### config.mk
export PLATFORM = sky130hd
export DESIGN_NAME = uart_rx_rts
export DESIGN_NICKNAME = d
export VERILOG_FILES = /design/src/rtl/urx_pkg.sv /design/src/rtl/urx_tick_gen.sv /design/src/rtl/urx_frame_fsm.sv /design/src/rtl/urx_rx_buffer.sv /design/src/rtl/uart_rx_rts.sv
export SDC_FILE = /design/constraint.sdc
export NUM_CORES = 1
export LEC_CHECK = 0
export CAP_MARGIN = 30
export CORE_ASPECT_RATIO = 1.75
export CORE_MARGIN = 1
export CORE_UTILIZATION = 40
export CTS_CLUSTER_DIAMETER = 40
export DETAILED_ROUTE_END_ITERATION = 12
export PLACE_DENSITY = 0.71
export SLEW_MARGIN = 0
export SYNTH_ARGS = -nofsm -noshare
export SYNTH_HDL_FRONTEND = slang
export SYNTH_HIERARCHICAL = 1
export SYNTH_SLANG_ARGS = --single-unit
### constraint.sdc
create_clock -name clk -period 3 [get_ports clk]
set_clock_uncertainty 0.1 [all_clocks]
set_input_delay 0.45 -clock clk [delete_from_list [all_inputs] [get_ports clk]]
set_output_delay 0.45 -clock clk [all_outputs]
set_load 0.01 [all_outputs]
### src/rtl/urx_pkg.sv
// Package: shared types for the serial receiver.
// Assumes: nothing beyond standard SystemVerilog.
package urx_pkg;
    typedef enum logic [2:0] {
        ST_IDLE,
        ST_START,
        ST_DATA,
        ST_PAR,
        ST_STOP
    } urx_state_e;
endpackage

### src/rtl/urx_tick_gen.sv
// Oversampling tick generator. A prescaler (1 or PRE) feeds a reloading
// down-counter, and one tick is produced every (div_set+1) prescaled cycles.
// Assumes: PRE is a power of two; counters restart while en is low.
module urx_tick_gen #(
    parameter int DIV_W = 8,
    parameter int PRE   = 8
) (
    input  logic             clk,
    input  logic             rst_n,
    input  logic             en,
    input  logic             src_slow,
    input  logic [DIV_W-1:0] div_set,
    output logic             tick
);
    localparam int PRE_W = (PRE > 1) ? $clog2(PRE) : 1;

    logic [PRE_W-1:0] pcnt;
    logic [DIV_W-1:0] bcnt;
    logic             pre_tick;

    assign pre_tick = src_slow ? (pcnt == PRE_W'(PRE - 1)) : 1'b1;
    assign tick     = en && pre_tick && (bcnt == '0);

    // Prescaler: free-running modulo-PRE count while enabled.
    always_ff @(posedge clk) begin
        if (!rst_n || !en) pcnt <= '0;
        else               pcnt <= (pcnt == PRE_W'(PRE - 1)) ? '0 : pcnt + 1'b1;
    end

    // Reload divider: counts down on each prescaled cycle, reloads at zero.
    always_ff @(posedge clk) begin
        if (!rst_n || !en)  bcnt <= '0;
        else if (pre_tick)  bcnt <= (bcnt == '0) ? div_set : bcnt - 1'b1;
    end

    AST_TICK_SPACED: assert property (@(posedge clk) disable iff (!rst_n)
        (tick && (div_set != '0)) |=> !tick);
endmodule

### src/rtl/urx_frame_fsm.sv
// Character framer: synchronises the line, detects a start edge, confirms
// the start bit at mid-bit, shifts data LSB first, then takes the optional
// parity bit and one or two stop bits. A one-cycle done pulse carries the
// character and its error bits.
// Assumes: tick is the 16x oversampling strobe; rxd is asynchronous.
module urx_frame_fsm
    import urx_pkg::*;
#(
    parameter int DATA_W = 8,
    parameter int OVS    = 16
) (
    input  logic              clk,
    input  logic              rst_n,
    input  logic              rx_en,
    input  logic              tick,
    input  logic              rxd,
    input  logic              parity_en,
    input  logic              parity_odd,
    input  logic              stop2,
    output logic              accept,
    output logic              done,
    output logic [DATA_W-1:0] data,
    output logic              fe,
    output logic              pe
);
    localparam int OS_W = $clog2(OVS);
    localparam int MID  = OVS / 2 - 1;
    localparam int BI_W = (DATA_W > 1) ? $clog2(DATA_W) : 1;

    urx_state_e        state;
    logic [OS_W-1:0]   os;
    logic [BI_W-1:0]   bit_idx;
    logic              stop_idx;
    logic [DATA_W-1:0] sh;
    logic              par_bit;
    logic              fe_acc;
    logic              s1, s2, s3;
    logic              line, fall, sample;

    assign line   = s2;
    assign fall   = s3 && !s2;
    assign sample = tick && (os == OS_W'(MID));

    // Two-stage synchroniser plus one stage for edge detection.
    always_ff @(posedge clk) begin
        if (!rst_n) begin
            s1 <= 1'b1;
            s2 <= 1'b1;
            s3 <= 1'b1;
        end else begin
            s1 <= rxd;
            s2 <= s1;
            s3 <= s2;
        end
    end

    // Frame sequencing: oversampling count and mid-bit sampling per state.
    always_ff @(posedge clk) begin
        if (!rst_n) begin
            state    <= ST_IDLE;
            os       <= '0;
            bit_idx  <= '0;
            stop_idx <= 1'b0;
            sh       <= '0;
            par_bit  <= 1'b0;
            fe_acc   <= 1'b0;
            accept   <= 1'b0;
            done     <= 1'b0;
            data     <= '0;
            fe       <= 1'b0;
            pe       <= 1'b0;
        end else begin
            accept <= 1'b0;
            done   <= 1'b0;
            if (!rx_en) begin
                state <= ST_IDLE;
            end else if (state == ST_IDLE) begin
                if (fall) begin
                    state <= ST_START;
                    os    <= '0;
                end
            end else if (tick) begin
                os <= os + 1'b1;
                if (sample) begin
                    case (state)
                        ST_START: begin
                            if (!line) begin
                                state    <= ST_DATA;
                                bit_idx  <= '0;
                                fe_acc   <= 1'b0;
                                stop_idx <= 1'b0;
                                accept   <= 1'b1;
                            end else begin
                                state <= ST_IDLE;
                            end
                        end
                        ST_DATA: begin
                            sh <= {line, sh[DATA_W-1:1]};
                            if (bit_idx == BI_W'(DATA_W - 1))
                                state <= parity_en ? ST_PAR : ST_STOP;
                            else
                                bit_idx <= bit_idx + 1'b1;
                        end
                        ST_PAR: begin
                            par_bit <= line;
                            state   <= ST_STOP;
                        end
                        ST_STOP: begin
                            if (stop2 && !stop_idx) begin
                                stop_idx <= 1'b1;
                                fe_acc   <= fe_acc | !line;
                            end else begin
                                done  <= 1'b1;
                                data  <= sh;
                                fe    <= fe_acc | !line;
                                pe    <= parity_en & ((^sh) ^ par_bit ^ parity_odd);
                                state <= ST_IDLE;
                            end
                        end
                        default: state <= ST_IDLE;
                    endcase
                end
            end
        end
    end

    AST_START_CONFIRMED_LOW: assert property (@(posedge clk) disable iff (!rst_n)
        accept |-> !$past(line));
    AST_OFF_FORCES_IDLE: assert property (@(posedge clk) disable iff (!rst_n)
        !rx_en |=> (state == ST_IDLE));
    AST_DONE_SINGLE: assert property (@(posedge clk) disable iff (!rst_n)
        done |=> !done);
endmodule

### src/rtl/urx_rx_buffer.sv
// Holding register and status: loads completed characters, keeps errors,
// flags overrun, raises the interrupt request and holds the not-ready state
// for the handshake output.
// Assumes: done and accept are one-cycle pulses from the framer.
module urx_rx_buffer #(
    parameter int DATA_W = 8
) (
    input  logic              clk,
    input  logic              rst_n,
    input  logic              rx_en,
    input  logic              accept,
    input  logic              done,
    input  logic [DATA_W-1:0] data,
    input  logic              fe,
    input  logic              pe,
    input  logic              rd,
    input  logic              ack,
    input  logic              clr,
    output logic [DATA_W-1:0] rx_data,
    output logic              full,
    output logic              err_fe,
    output logic              err_pe,
    output logic              err_ovr,
    output logic              irq,
    output logic              hold
);
    // Buffer and error flags: a read clears, a completion loads or overruns.
    always_ff @(posedge clk) begin
        if (!rst_n) begin
            rx_data <= '0;
            full    <= 1'b0;
            err_fe  <= 1'b0;
            err_pe  <= 1'b0;
            err_ovr <= 1'b0;
        end else begin
            if (rd) begin
                full    <= 1'b0;
                err_fe  <= 1'b0;
                err_pe  <= 1'b0;
                err_ovr <= 1'b0;
            end
            if (done) begin
                if (full && !rd) begin
                    err_ovr <= 1'b1;
                end else begin
                    rx_data <= data;
                    full    <= 1'b1;
                    err_fe  <= fe;
                    err_pe  <= pe;
                end
            end
        end
    end

    // Interrupt request: set on completion, cleared by acknowledge or software.
    always_ff @(posedge clk) begin
        if (!rst_n)         irq <= 1'b0;
        else if (done)      irq <= 1'b1;
        else if (ack | clr) irq <= 1'b0;
    end

    // Not-ready hold: set when a start bit is accepted, released by a read.
    always_ff @(posedge clk) begin
        if (!rst_n)             hold <= 1'b0;
        else if (accept)        hold <= 1'b1;
        else if (rd || !rx_en)  hold <= 1'b0;
    end

    AST_OVERRUN_KEEPS: assert property (@(posedge clk) disable iff (!rst_n)
        (done && full && !rd) |=> (err_ovr && $stable(rx_data)));
    AST_IRQ_ON_DONE: assert property (@(posedge clk) disable iff (!rst_n)
        done |=> irq);
    AST_READ_EMPTIES: assert property (@(posedge clk) disable iff (!rst_n)
        (rd && !done) |=> !full);
endmodule

### src/rtl/uart_rx_rts.sv
// Top level of the serial receiver: tick generator, framer and holding
// buffer, plus the active-low ready-to-send output.
// Assumes: control inputs change only while no character is in flight.
module uart_rx_rts #(
    parameter int DATA_W = 8,
    parameter int DIV_W  = 8,
    parameter int OVS    = 16,
    parameter int PRE    = 8
) (
    input  logic              clk,
    input  logic              rst_n,
    input  logic              rx_en,
    input  logic              src_div8,
    input  logic [DIV_W-1:0]  div_set,
    input  logic              parity_en,
    input  logic              parity_odd,
    input  logic              stop2,
    input  logic              rts_en,
    input  logic              rxd,
    input  logic              rd_strobe,
    input  logic              irq_ack,
    input  logic              irq_clr,
    output logic [DATA_W-1:0] rx_data,
    output logic              rx_full,
    output logic              irq,
    output logic              err_framing,
    output logic              err_parity,
    output logic              err_overrun,
    output logic              rts_n
);
    logic              tick;
    logic              accept, done, f_fe, f_pe, hold;
    logic [DATA_W-1:0] f_data;

    urx_tick_gen #(.DIV_W(DIV_W), .PRE(PRE)) i_tick (
        .clk(clk), .rst_n(rst_n), .en(rx_en), .src_slow(src_div8),
        .div_set(div_set), .tick(tick)
    );

    urx_frame_fsm #(.DATA_W(DATA_W), .OVS(OVS)) i_fsm (
        .clk(clk), .rst_n(rst_n), .rx_en(rx_en), .tick(tick), .rxd(rxd),
        .parity_en(parity_en), .parity_odd(parity_odd), .stop2(stop2),
        .accept(accept), .done(done), .data(f_data), .fe(f_fe), .pe(f_pe)
    );

    urx_rx_buffer #(.DATA_W(DATA_W)) i_buf (
        .clk(clk), .rst_n(rst_n), .rx_en(rx_en), .accept(accept), .done(done),
        .data(f_data), .fe(f_fe), .pe(f_pe), .rd(rd_strobe), .ack(irq_ack),
        .clr(irq_clr), .rx_data(rx_data), .full(rx_full), .err_fe(err_framing),
        .err_pe(err_parity), .err_ovr(err_overrun), .irq(irq), .hold(hold)
    );

    // Handshake output: not-ready when disabled or while a character is held.
    assign rts_n = rts_en && (!rx_en || hold);

    AST_RTS_WHEN_LOADED: assert property (@(posedge clk) disable iff (!rst_n)
        ($rose(rx_full) && rx_en && rts_en) |-> rts_n);
endmodule

-- Yosys cells after proc, flatten, opt, wreduce, memory -nomap -nowiden
Index checks and enable logic that the tools add are counted.
- register bits: 61
- add/sub/neg operators: 4
- multiplexer cells: 40
- bitwise operators: 14
- equality and inequality tests: 13
- reductions and logical operators: 36
- operators by type and width (operator ; count):
    2-to-1 mux 3 bit ; 9
    2-to-1 mux 1 bit ; 22
    AND reduction 5 bit ; 3
    AND reduction 7 bit ; 2
    2-to-1 mux 4 bit ; 3
    one-hot mux 3 bit (4 select lines) ; 1
    nonzero test 2 bit ; 6
    OR reduction 6 bit ; 2
    equality test 3 bit (second input constant) ; 3
    NOT 1 bit ; 9
    logical NOT 8 bit ; 1
    2-to-1 mux 8 bit ; 1
    parity 8 bit ; 1
    subtractor 8 x 1 -> 8 bit (second input constant) ; 1
    logical AND 1 bit ; 7
    adder 3 x 1 -> 3 bit (second input constant) ; 2
    equality test 3 x 2 -> 1 bit (second input constant) ; 2
    one-hot mux 3 bit (2 select lines) ; 1
    AND reduction 6 bit ; 1
    logical NOT 1 bit ; 5
    adder 4 x 1 -> 4 bit (second input constant) ; 1
    equality test 4 x 3 -> 1 bit (second input constant) ; 1
    inequality test 2 x 1 -> 1 bit (second input constant) ; 2
    inequality test 2 bit (second input constant) ; 2
    other kinds (13) ; 19

-- Depth between registers and ports, before layout
Gate-level depths: netlist of run 1.
- word-level depth: 8
- depth in mapped cells: 11

-- Modules after synthesis
Netlist of run 1, hierarchy kept.
- modules (own cells, without submodules) (module ; seq. area each (µm²) ; cells each ; area an instance (µm²) ; times used):
    urx_frame_fsm ; 720.7 ; 181 ; 1635.3 ; 1
    urx_tick_gen ; 220.2 ; 71 ; 671.9 ; 1
    urx_rx_buffer ; 280.3 ; 60 ; 566.8 ; 1
    uart_rx_rts ; 0.0 ; 2 ; 11.3 ; 1

-- Worst setup path before layout of run 1
No wires, ideal clock.
- kind: register to register
- from: register i_tick.bcnt[2]
- to: register i_fsm.bit_idx[1]
- slack: 0.052 ns
- setup time: 0.072 ns
- arrival time: 2.776 ns
- stages on the path, launching flop included: 10
- required time: 2.828 ns
- cells stage by stage: dfxtp_1 > buf_6 > or4_4 > nor4b_4 > and3_2 > nand3_2 > or3b_4 > or3_4 > or2_0 > a21oi_1
- cells in the longest elaborated chain, start to end: 4
- RTL lines (what ; line ; text):
    start, declared ; urx_tick_gen.sv:18 ; logic [DIV_W-1:0] bcnt;
    start signal, assigned ; urx_tick_gen.sv:33 ; else if (pre_tick) bcnt <= (bcnt == '0) ? div_set : bcnt - 1'b1;
    logical NOT 8 bit * ; urx_tick_gen.sv:22 ; assign tick = en && pre_tick && (bcnt == '0);
    logical AND 1 bit * ; urx_tick_gen.sv:22 ;
    named net tick ; uart_rx_rts.sv:31 ; logic tick;
    logical AND 1 bit ; urx_frame_fsm.sv:42 ; assign sample = tick && (os == OS_W'(MID));
    AND reduction 7 bit (no line) * ; - ;
    end signal, assigned ; urx_frame_fsm.sv:102 ; bit_idx <= bit_idx + 1'b1;
    end, declared ; urx_frame_fsm.sv:32 ; logic [BI_W-1:0] bit_idx;
Mark *: on every way through the listed nets, which the timed path passes. The rest lies on a longest branch.
A chain may end at the register's enable or synchronous reset.

-- Worst setup path after layout of run 1
Same ends and word-level chain as after synthesis.

==> summary.md, run 1 <==
| Metric | Value |
|---|---|
| Status | `finished clean` |
| Critical Path Start Type | `flop` |
| Vias | `2379` |
| Nets | `382` |
| Initial DRC Count | `92` |
| Setup ws final | `0.138 ns` |
| Maximum VDD drop | `0.000360 V` |
| Dominant synthesized flop cell | `dfxtp_1` |
| Fillers | `650` |
| Max Transition Viols Final | `0` |
| CP cell instances | `or4_4 > nor4b_4 > and3_4 > nand3_2 > or3b_4 > or3_4 > or2_0 > a21oi_1` |
| Vias per inst | `5.37` |
| Post-Synth XOR/XNOR Area | `2.91%` |
| WS Path Type | `flop to flop` |
| Tmin final | `2.86 ns` |
| Max_cap viols | `0` |
| Crit-path max cell delay | `0.54 ns` |
| Simple-gate share of the synthesized area | `25.8%` |
| R2R cell count | `8` |
| Final Hold Viols | `0` |
| CTS tree | `done` |
| Largest family of logic cells by synthesized area | `simple AND/OR/NAND/NOR gates` |
| Critical path arrival | `2.99 ns` |
| # diodes | `0` |
| Final period utilization | `95.4%` |
| FP Rows | `40` |
| Grt ovf | `0` |
| Buffer depth of the longest clock path | `2` |
| Unrepaired setup endpoints after global routing | `no` |
| FF/Latch Area | `1220 µm²` |
| Core area | `6910 µm²` |
| CP Data Required Time | `3.13 ns` |
| Worst-Skew Late Latency | `0.32 ns` |
| Ports | `34` |
| Num CTS Buffers | `9` |
| CP top delay family | `simple AND/OR/NAND/NOR gates` |
| PD cells | `564 nW/µm²` |
| Net Count, Synth | `341` |
| Placement Setup Slack | `0.135 ns` |
| TritonCTS Sinks | `61` |
| Slew @ Worst Pin | `0.794 ns` |
| Adder-Cell Fraction of Synth Area | `3.04%` |
| Critical path depth in cells | `8` |
| Largest net degree at the start of global routing | `35` |
| Sequential share of the synthesized area | `42.3%` |
| Final Cell Area | `3600 µm²` |
| Port Buffers | `33` |
| First-pass GRT wire length | `10.8 mm` |
| # setup viols final | `0` |
| Routability congestion estimate | `0.876` |
| Crit end category | `flop` |
| Post-synthesis compound-gate area fraction | `10.6%` |
| Synth warnings | `6` |
| Number of synthesized flops with an enable pin | `0` |
| Drt pass-1 iters | `4` |
| Total GRT Usage | `18.9%` |
| WHS | `0.314 ns` |
| CP max FO | `6` |
| Hold path depth | `1` |
| Mean Syn Cell Area | `9.19 µm²` |
| Die area | `7570 µm²` |
| Final HPWL DP | `4.62 mm` |
| Synth unique cells | `56` |
| # H-tree levels | `3` |
| Hold/Removal Path Class | `flop to flop` |
| Post-Syn Area | `2890 µm²` |
| Area after detailed placement | `3300 µm²` |
| Initial antenna violation count | `0` |
| Leakage Power | `1.36 nW` |
| Buf/Inv on CP | `0` |
| Layout cells sized above 1 | `11.7%` |
| Final TNS setup | `0 ns` |
| Layout Cells excl Fill | `443` |
| Antenna viol nets, final | `0` |
| Mux cell area share after synthesis | `11.4%` |
| Overall routed net length | `6.53 mm` |
| DIE HEIGHT | `114 µm` |
| Die Span X | `66.2 µm` |
| Cts hold-fix bufs | `0` |
| Slew headroom | `46.7%` |
| Worst-path clk slew | `0.05 ns` |
| Multi-input gate area | `1550 µm²` |
| WL/cell | `14.7 µm` |
| Asr flop ratio synth | `0%` |
| Root Driver | `clkbuf_16` |
| Initial Util | `41.8%` |
| F_max | `349 MHz` |
| CP max stage cell | `or4_4` |
| Synthesis-to-layout area growth | `24.6%` |
| Syn Inst Count | `314` |
| Yosys reg bits | `61` |
| Post-Place Cells | `427` |
| DRC viols | `0` |
| Vias in the first global route | `2328` |
## stage by stage
stage	utilization [%]	power, W
6_report	52.1	0.00203
4_1_cts	51.9	0.00204
3_3_place_gp	47.8	0.00106
5_1_grt	52.1	0.00211
3_5_place_dp	47.8	0.00106
2_1_floorplan	-	0.000989
## report_power, final
part,switching [W],internal [W],leakage [nW]
Clock,0.000341,0.000632,0.138
Sequential,0.0000136,0.000823,0.493
Combinational,0.000106,0.000112,0.726
## synth_stat cells (3+ instances only)
cell type | number | share of area, %
dfxtp_1 | 61 | 42
nand2_1 | 42 | 5.5
nor2_1 | 32 | 4.2
mux2i_1 | 29 | 10
a21oi_1 | 13 | 2.3
nand3_1 | 10 | 1.7
ha_1 | 7 | 3.0
inv_1 | 7 | 0.91
nand2b_1 | 7 | 1.5
nor3_1 | 7 | 1.2
xnor2_1 | 7 | 2.1
clkbuf_1 | 6 | 0.78
o21ai_0 | 6 | 1.0
nor3b_1 | 5 | 1.3
o22ai_1 | 5 | 1.1
a31oi_1 | 4 | 0.87
buf_6 | 4 | 1.6
nor2b_1 | 4 | 0.87
or3_1 | 4 | 0.87
a21boi_0 | 3 | 0.78
a311oi_1 | 3 | 0.91
nand4_1 | 3 | 0.65
o21a_1 | 3 | 0.78
## flip-flops by register name, summed over array words and instances, names as in the netlist, 3 cells and up
signal / flops
i_fsm/os: 4
i_tick/pcnt: 3
i_tick/bcnt: 8
i_fsm/data: 8
i_buf/rx_data: 8
i_fsm/sh: 8
i_fsm/bit_idx: 3
i_fsm/state: 3
## worst paths after layout
kind                       start                to  slack (ns)
setup reg to reg  i_tick/bcnt[2]  i_fsm/bit_idx[1]        0.14
hold reg to reg         i_fsm/s1        i_fsm/line        0.31
hold / removal          i_fsm/s1        i_fsm/line        0.31
setup / recovery  i_tick/bcnt[2]  i_fsm/bit_idx[1]        0.14
## final cells by class
cell class / count / area share (%)
inverter: 8 / 0.835
clock inverter: 5 / 1.46
tap: 84 / 2.92
multi-input combinational: 232 / 43.2
timing repair buffer: 43 / 11.3
clock buffer: 10 / 6.37
sequential: 61 / 34.0
## placed cells by master, fill, tap and decap left out, drive strengths merged, types with 2 or more instances in the layout
cell type / synthesis / routed
dfxtp: 61 / 61
nand2: 42 / 42
clkdlybuf4s50: 0 / 33
nor2: 32 / 32
mux2i: 29 / 29
a21oi: 14 / 14
nand3: 12 / 12
buf: 6 / 10
clkbuf: 7 / 10
inv: 7 / 7
nand2b: 7 / 7
nor3: 7 / 7
xnor2: 7 / 7
ha: 7 / 7
o21ai: 6 / 6
nor2b: 6 / 6
o22ai: 5 / 5
nor3b: 5 / 5
or3: 5 / 5
a31oi: 4 / 4
clkinv: 1 / 4
a21boi: 4 / 4
or2: 4 / 4
o21a: 3 / 3
a311oi: 3 / 3
nand4: 3 / 3
mux2: 3 / 3
nor4: 3 / 3
o2111ai: 2 / 2
and2: 2 / 2
o31ai: 2 / 2
nor4b: 2 / 2
or4b: 2 / 2
## what timing repair did
item                                    in CTS  in global routing
resized for setup                            0                  1
setup buffers                                0                  1
endpoints found under the setup margin       0                  2
hold endpoints to repair                     0                  0
## kinds of logic after synthesis
family | after synthesis
adders and majority gates | 7
buffers and inverters | 21
xor gates and xnor gates | 8
muxes | 32
AOI/OAI and AO/OA | 47
and+or+nand+nor | 138
DFF | 61
## routing by layer
metal / wire, µm / vias up / global-route usage [%]
li1: - / 1191 / -
met5: 0 / - / 0
met1: 2670 / 1120 / 19.8
met3: 247 / 15 / 5.08
met2: 3460 / 53 / 32.4
met4: 150 / 0 / 12.1
No activity file was read; power rests on OpenSTA's default activity.
==> run 2, diff against run 1 <==
Settings changed: CORE_UTILIZATION 40 to 45, PLACE_DENSITY 0.71 to 0.77.
==> run 2 against run 1 <==
  * Via count down 1.8%
  * Worst hold slack worse by 0.0055 ns
  * Sequential share of layout area increased by 1.1 points
  * Global-route usage is 1.7 points higher
  * Combinational power down 3%
  * Cell count down 0.68%
  * Core utilization grew 4.3 points
  * Flip-flop and latch count stayed put
  * Critical path type unchanged
  * Largest cell class unchanged
==> summary.md, run 2 (synthesized netlist as in run 1, its figures left out) <==
| Metric | Value |
|---|---|
| Status | `finished clean` |
| Cts hold-fix bufs | `0` |
| Initial antenna violation count | `0` |
| Commonest non-fill, non-tap cell in the layout | `dfxtp_1` |
| F_max | `350 MHz` |
| # setup viols final | `0` |
| Routability congestion estimate | `0.824` |
| Slew headroom | `64.2%` |
| Hold/Removal Path Class | `flop to flop` |
| Worst-path clk slew | `0.06 ns` |
| Die area | `6750 µm²` |
| Num CTS Buffers | `9` |
| DIE HEIGHT | `108 µm` |
| WL/cell | `14.1 µm` |
| PD cells | `485 nW/µm²` |
| Drt pass-1 iters | `4` |
| # diodes | `0` |
| # H-tree levels | `3` |
| Worst-Skew Late Latency | `0.33 ns` |
| Vias per inst | `5.31` |
| First-pass GRT wire length | `10.8 mm` |
| Grt ovf | `0` |
| Maximum VDD drop | `0.000334 V` |
| Critical path arrival | `3.02 ns` |
| Unrepaired setup endpoints after global routing | `no` |
| Max_cap viols | `0` |
| Nets | `382` |
| Area after detailed placement | `3310 µm²` |
| Total chip power | `0.00169 W` |
| FP Rows | `38` |
| Reg-to-Reg End | `i_fsm/bit_idx[1]` |
| Leakage Power | `1.31 nW` |
| Crit end category | `flop` |
| Final Hold Viols | `0` |
| Largest net degree at the start of global routing | `28` |
| Vias in the first global route | `2368` |
| Ports | `34` |
| Buffer depth of the longest clock path | `2` |
| Total GRT Usage | `20.7%` |
| Synthesis-to-layout area growth | `20.8%` |
| Root Driver | `clkbuf_8` |
| Die Span X | `62.5 µm` |
| Post-cts resize count | `0` |
| Initial DRC Count | `113` |
| Antenna viol nets, final | `0` |
| WS Path Type | `flop to flop` |
| Final Cell Area | `3480 µm²` |
| DRC viols | `0` |
| Reg2reg start | `i_tick/bcnt[2]` |
| CP startpoint | `i_tick/bcnt[2]` |
| Number of setup buffers added after CTS | `0` |
| Reg2reg setup slack | `0.15 ns` |
| CTS tree | `done` |
| Overall routed net length | `6.21 mm` |
| Critical Path Start Type | `flop` |
| Port Buffers | `33` |
| Final period utilization | `95.1%` |
| R2R cell count | `8` |
| Core area | `6180 µm²` |
| Layout cells sized above 1 | `11.7%` |
| Final HPWL DP | `4.63 mm` |
| Tmin final | `2.85 ns` |
| CP max FO | `6` |
| CP Capture Point | `i_fsm/bit_idx[1]` |
| Max Transition Viols Final | `0` |
| Final TNS setup | `0 ns` |
| TritonCTS Sinks | `61` |
| Most frequent cells in the layout | `dfxtp_1 (61), nand2_1 (42), clkdlybuf4s50_1 (33)` |
| Slew @ Worst Pin | `0.530 ns` |
| Initial Util | `46.7%` |
| CP Data Required Time | `3.16 ns` |
| Vias | `2336` |
-- run 2: metrics by stage --
step / instances / utilization, % / setup WS [ns] / hold WS (ns)
after floorplan: 314 / - / 0.0524 / 0.286
after CTS: 440 / 56.4 / 0.134 / 0.306
after detailed placement: 424 / 53.5 / 0.153 / 0.297
after global placement: 424 / 53.5 / 0.212 / 0.291
final: 440 / 56.4 / 0.146 / 0.308
after global routing: 440 / 56.4 / 0.0362 / 0.342
-- run 2: power by group --
part           leakage [nW]  switching, W  internal [W]
clock                0.0857      0.000299      0.000344
combinational         0.726      0.000102      0.000110
sequential            0.493     0.0000138      0.000821
total                  1.30      0.000415       0.00128
-- run 2: worst min-delay path by stage --
stage	from	cells past startpoint	slack, ns	end
6_report	i_fsm/s1	1	0.31	i_fsm/line
5_1_grt	i_tick/pcnt[0]	1	0.34	i_tick/pcnt[0]
4_1_cts	i_fsm/s1	1	0.31	i_fsm/line
3_5_place_dp	i_fsm/s1	1	0.30	i_fsm/line
3_3_place_gp	i_fsm/s1	1	0.29	i_fsm/line
2_1_floorplan	i_fsm/s1	1	0.29	i_fsm/line
-- run 2: layer usage --
layer	vias to the layer above	wire, µm	track usage (%)	part of all wire (%)
met5	-	0	0	0
met4	0	224	13.3	3.6
met3	15	170	5.08	2.7
met2	45	3280	37.3	53
met1	1087	2530	21.0	41
li1	1189	-	-	-
-- run 2: area by class of cell --
class | instances | area [µm²]
Fill cell | 555 | 2700
Multi-Input combinational cell | 232 | 1550
Sequential cell | 61 | 1220
Timing Repair Buffer | 43 | 405
Clock buffer | 13 | 159
Tap cell | 80 | 100
Inverter | 8 | 30.0
Clock inverter | 3 | 20.0
-- run 2: worst max-delay path, cell delays in order (launching register included) --
cell,delay [ns]
dfxtp_1,0.31
or4_4,0.54
nor4b_4,0.27
and3_2,0.24
nand3_2,0.09
or3b_4,0.44
or3_4,0.41
or2_0,0.24
a21oi_1,0.14
==> run 3, diff against run 2 <==
Settings changed: PLACE_DENSITY 0.77 to 0.74.
Clock period 3 ns to 2.9 ns, I/O delays scaled along.
==> run 3 against run 2 <==
  * Flip-flop and latch count did not move
  * Register-to-register slack got worse by 0.04 ns
  * Critical path depth did not move
  * Clock power rose by 4.7%
  * Worst hold slack got worse by 0.0014 ns
  * Maximum frequency rose by 2.2%
  * First-iteration DRC count rose by 14%
  * Core utilization rose by 0.14 points
  * Design area rose by 0.25%
  * Global-route usage rose by 0.097 points
  * Power rose by 3.8%
  * Via count rose by 0.73%
  * Critical path type unchanged
  * Largest cell class unchanged
==> summary.md, run 3 (synthesized netlist as in run 1, its figures left out) <==
| Metric | Value |
|---|---|
| WS Path Type | `flop to flop` |
| Layout Cells excl Fill | `441` |
| Number of setup buffers added after CTS | `0` |
| Switching Fraction | `26.3%` |
| # setup viols final | `0` |
| Reg power frac | `49.1%` |
| Overall routed net length | `6.34 mm` |
| Layout cells sized above 1 | `12.5%` |
| Max Transition Viols Final | `0` |
| Initial antenna violation count | `0` |
| Vias | `2353` |
| Most frequent cells in the layout | `dfxtp_1 (61), nand2_1 (42), clkdlybuf4s50_1 (33)` |
| Tmin final | `2.79 ns` |
| Initial DRC Count | `129` |
| CP Capture Point | `i_fsm/bit_idx[1]` |
| CP top delay family | `simple AND/OR/NAND/NOR gates` |
| NetSw | `0.000461 W` |
| Port Buffers | `33` |
| PD cells | `503 nW/µm²` |
| Nets | `383` |
| DIE HEIGHT | `108 µm` |
| WL/cell | `14.4 µm` |
| Reg-to-Reg End | `i_fsm/bit_idx[1]` |
| First-pass GRT wire length | `10.8 mm` |
| CP max FO | `6` |
| # H-tree levels | `3` |
| Antenna viol nets, final | `0` |
| WHS | `0.307 ns` |
| Critical path depth in cells | `8` |
| Vias per inst | `5.34` |
| R2R cell count | `8` |
| Total GRT Usage | `20.8%` |
| Die area | `6750 µm²` |
| Buffer depth of the longest clock path | `2` |
| CP max stage cell | `or4_4` |
| Total chip power | `0.00176 W` |
| F_max | `358 MHz` |
| Hold/Removal Path Class | `flop to flop` |
| Critical path arrival | `2.96 ns` |
| Maximum VDD drop | `0.000352 V` |
| Max_cap viols | `0` |
| Grt ovf | `0` |
| Final period utilization | `96.3%` |
| Post-cts resize count | `0` |
| Crit-path max cell delay | `0.54 ns` |
| Routability congestion estimate | `0.834` |
| Comb power frac | `12.5%` |
| Reg2reg setup slack | `0.11 ns` |
| Num CTS Buffers | `9` |
| Die Span X | `62.5 µm` |
| Largest net degree at the start of global routing | `35` |
| Core area | `6180 µm²` |
| Synthesis-to-layout area growth | `21.1%` |
| Reg2reg start | `i_tick/bcnt[2]` |
| Worst-Skew Late Latency | `0.35 ns` |
| CP Data Required Time | `3.07 ns` |
| Cts hold-fix bufs | `0` |
| # diodes | `0` |
| CP cell instances | `or4_4 > nor4b_4 > and3_4 > nand3_2 > or3b_4 > or3_4 > or2_0 > a21oi_1` |
| Slew headroom | `62.4%` |
| Unrepaired setup endpoints after global routing | `no` |
| Status | `finished clean` |
| FP Rows | `38` |
| Buf/Inv on CP | `0` |
| Worst-path clk slew | `0.07 ns` |
| TritonCTS Sinks | `61` |
| DRC viols | `0` |
| Post-Place Cells | `425` |
| Crit end category | `flop` |
| Initial Util | `46.7%` |
| CP startpoint | `i_tick/bcnt[2]` |
| Critical Path Start Type | `flop` |
| Final TNS setup | `0 ns` |
| Ports | `34` |
| Final Hold Viols | `0` |
| CTS tree | `done` |
| Slew @ Worst Pin | `0.561 ns` |
| Commonest non-fill, non-tap cell in the layout | `dfxtp_1` |
| Root Driver | `clkbuf_8` |
| Leakage Power | `1.31 nW` |
| Drt pass-1 iters | `4` |
| Int Pwr | `0.00129 W` |
| Vias in the first global route | `2370` |
| Final HPWL DP | `4.59 mm` |
| Clock power frac | `38.4%` |
-- run 3: cell count changes in the layout (fill, tap and decap cells not counted) --
cell      change
clkbuf_1      -2
and3_4        +1
clkinv_2      +2
clkbuf_8      -1
buf_4         +1
clkinv_4      +1
and3_2        -1
-- run 3: worst min path at each step --
stage                        start    endpoint  slack [ns]  cells past startpoint
after floorplan           i_fsm/s1  i_fsm/line        0.29                      1
after global placement    i_fsm/s1  i_fsm/line        0.29                      1
after detailed placement  i_fsm/s1  i_fsm/line        0.29                      1
after CTS                 i_fsm/s1  i_fsm/line        0.31                      1
after global routing      i_fsm/s1  i_fsm/line        0.35                      1
final                     i_fsm/s1  i_fsm/line        0.31                      1
-- run 3: area by class of cell --
cell class              instances  area, µm²
clock buffers                  10        138
clock inverters                 6       38.8
fillers                       558       2690
inverters                       8       30.0
multi-input cells             232       1550
flip-flops and latches         61       1220
well taps                      80        100
repair buffers                 44        413
-- run 3: per-layer routing --
layer / up-vias / track usage, % / wire, µm / part of all wire, %
met2: 51 / 35.1 / 3260 / 51
li1: 1191 / - / - / -
met4: 0 / 16.1 / 206 / 3.2
met5: - / 0 / 0 / 0
met1: 1095 / 22.2 / 2640 / 42
met3: 16 / 4.77 / 242 / 3.8
-- run 3: worst register-to-register path: cells and delay by family (launching register included) --
kind,cells,cell delay (ns)
AO/OA/AOI/OAI,1,0.14
AND/OR/NAND/NOR,7,2.17
flip-flops,1,0.31
-- run 3: through the flow --
step | util [%] | setup WS, ns | instance area, µm²
final | 56.5 | 0.108 | 3490
after CTS | 56.5 | 0.0685 | 3490
after global placement | 53.7 | 0.138 | 3320
after detailed placement | 53.7 | 0.0839 | 3320
after floorplan | - | -0.00206 | 2890
after global routing | 56.5 | 0.0189 | 3490
-- run 3: power by group through the flow --
| stage | registers, W | logic (W) | clock network, W |
|---|---|---|---|
| floorplan | 0.000881 | 0.000143 | 0 |
| global placement | 0.000881 | 0.000214 | 0 |
| detailed placement | 0.000882 | 0.000219 | 0 |
| CTS | 0.000862 | 0.000220 | 0.000692 |
| global route | 0.000863 | 0.000238 | 0.000725 |
| finish | 0.000863 | 0.000219 | 0.000673 |
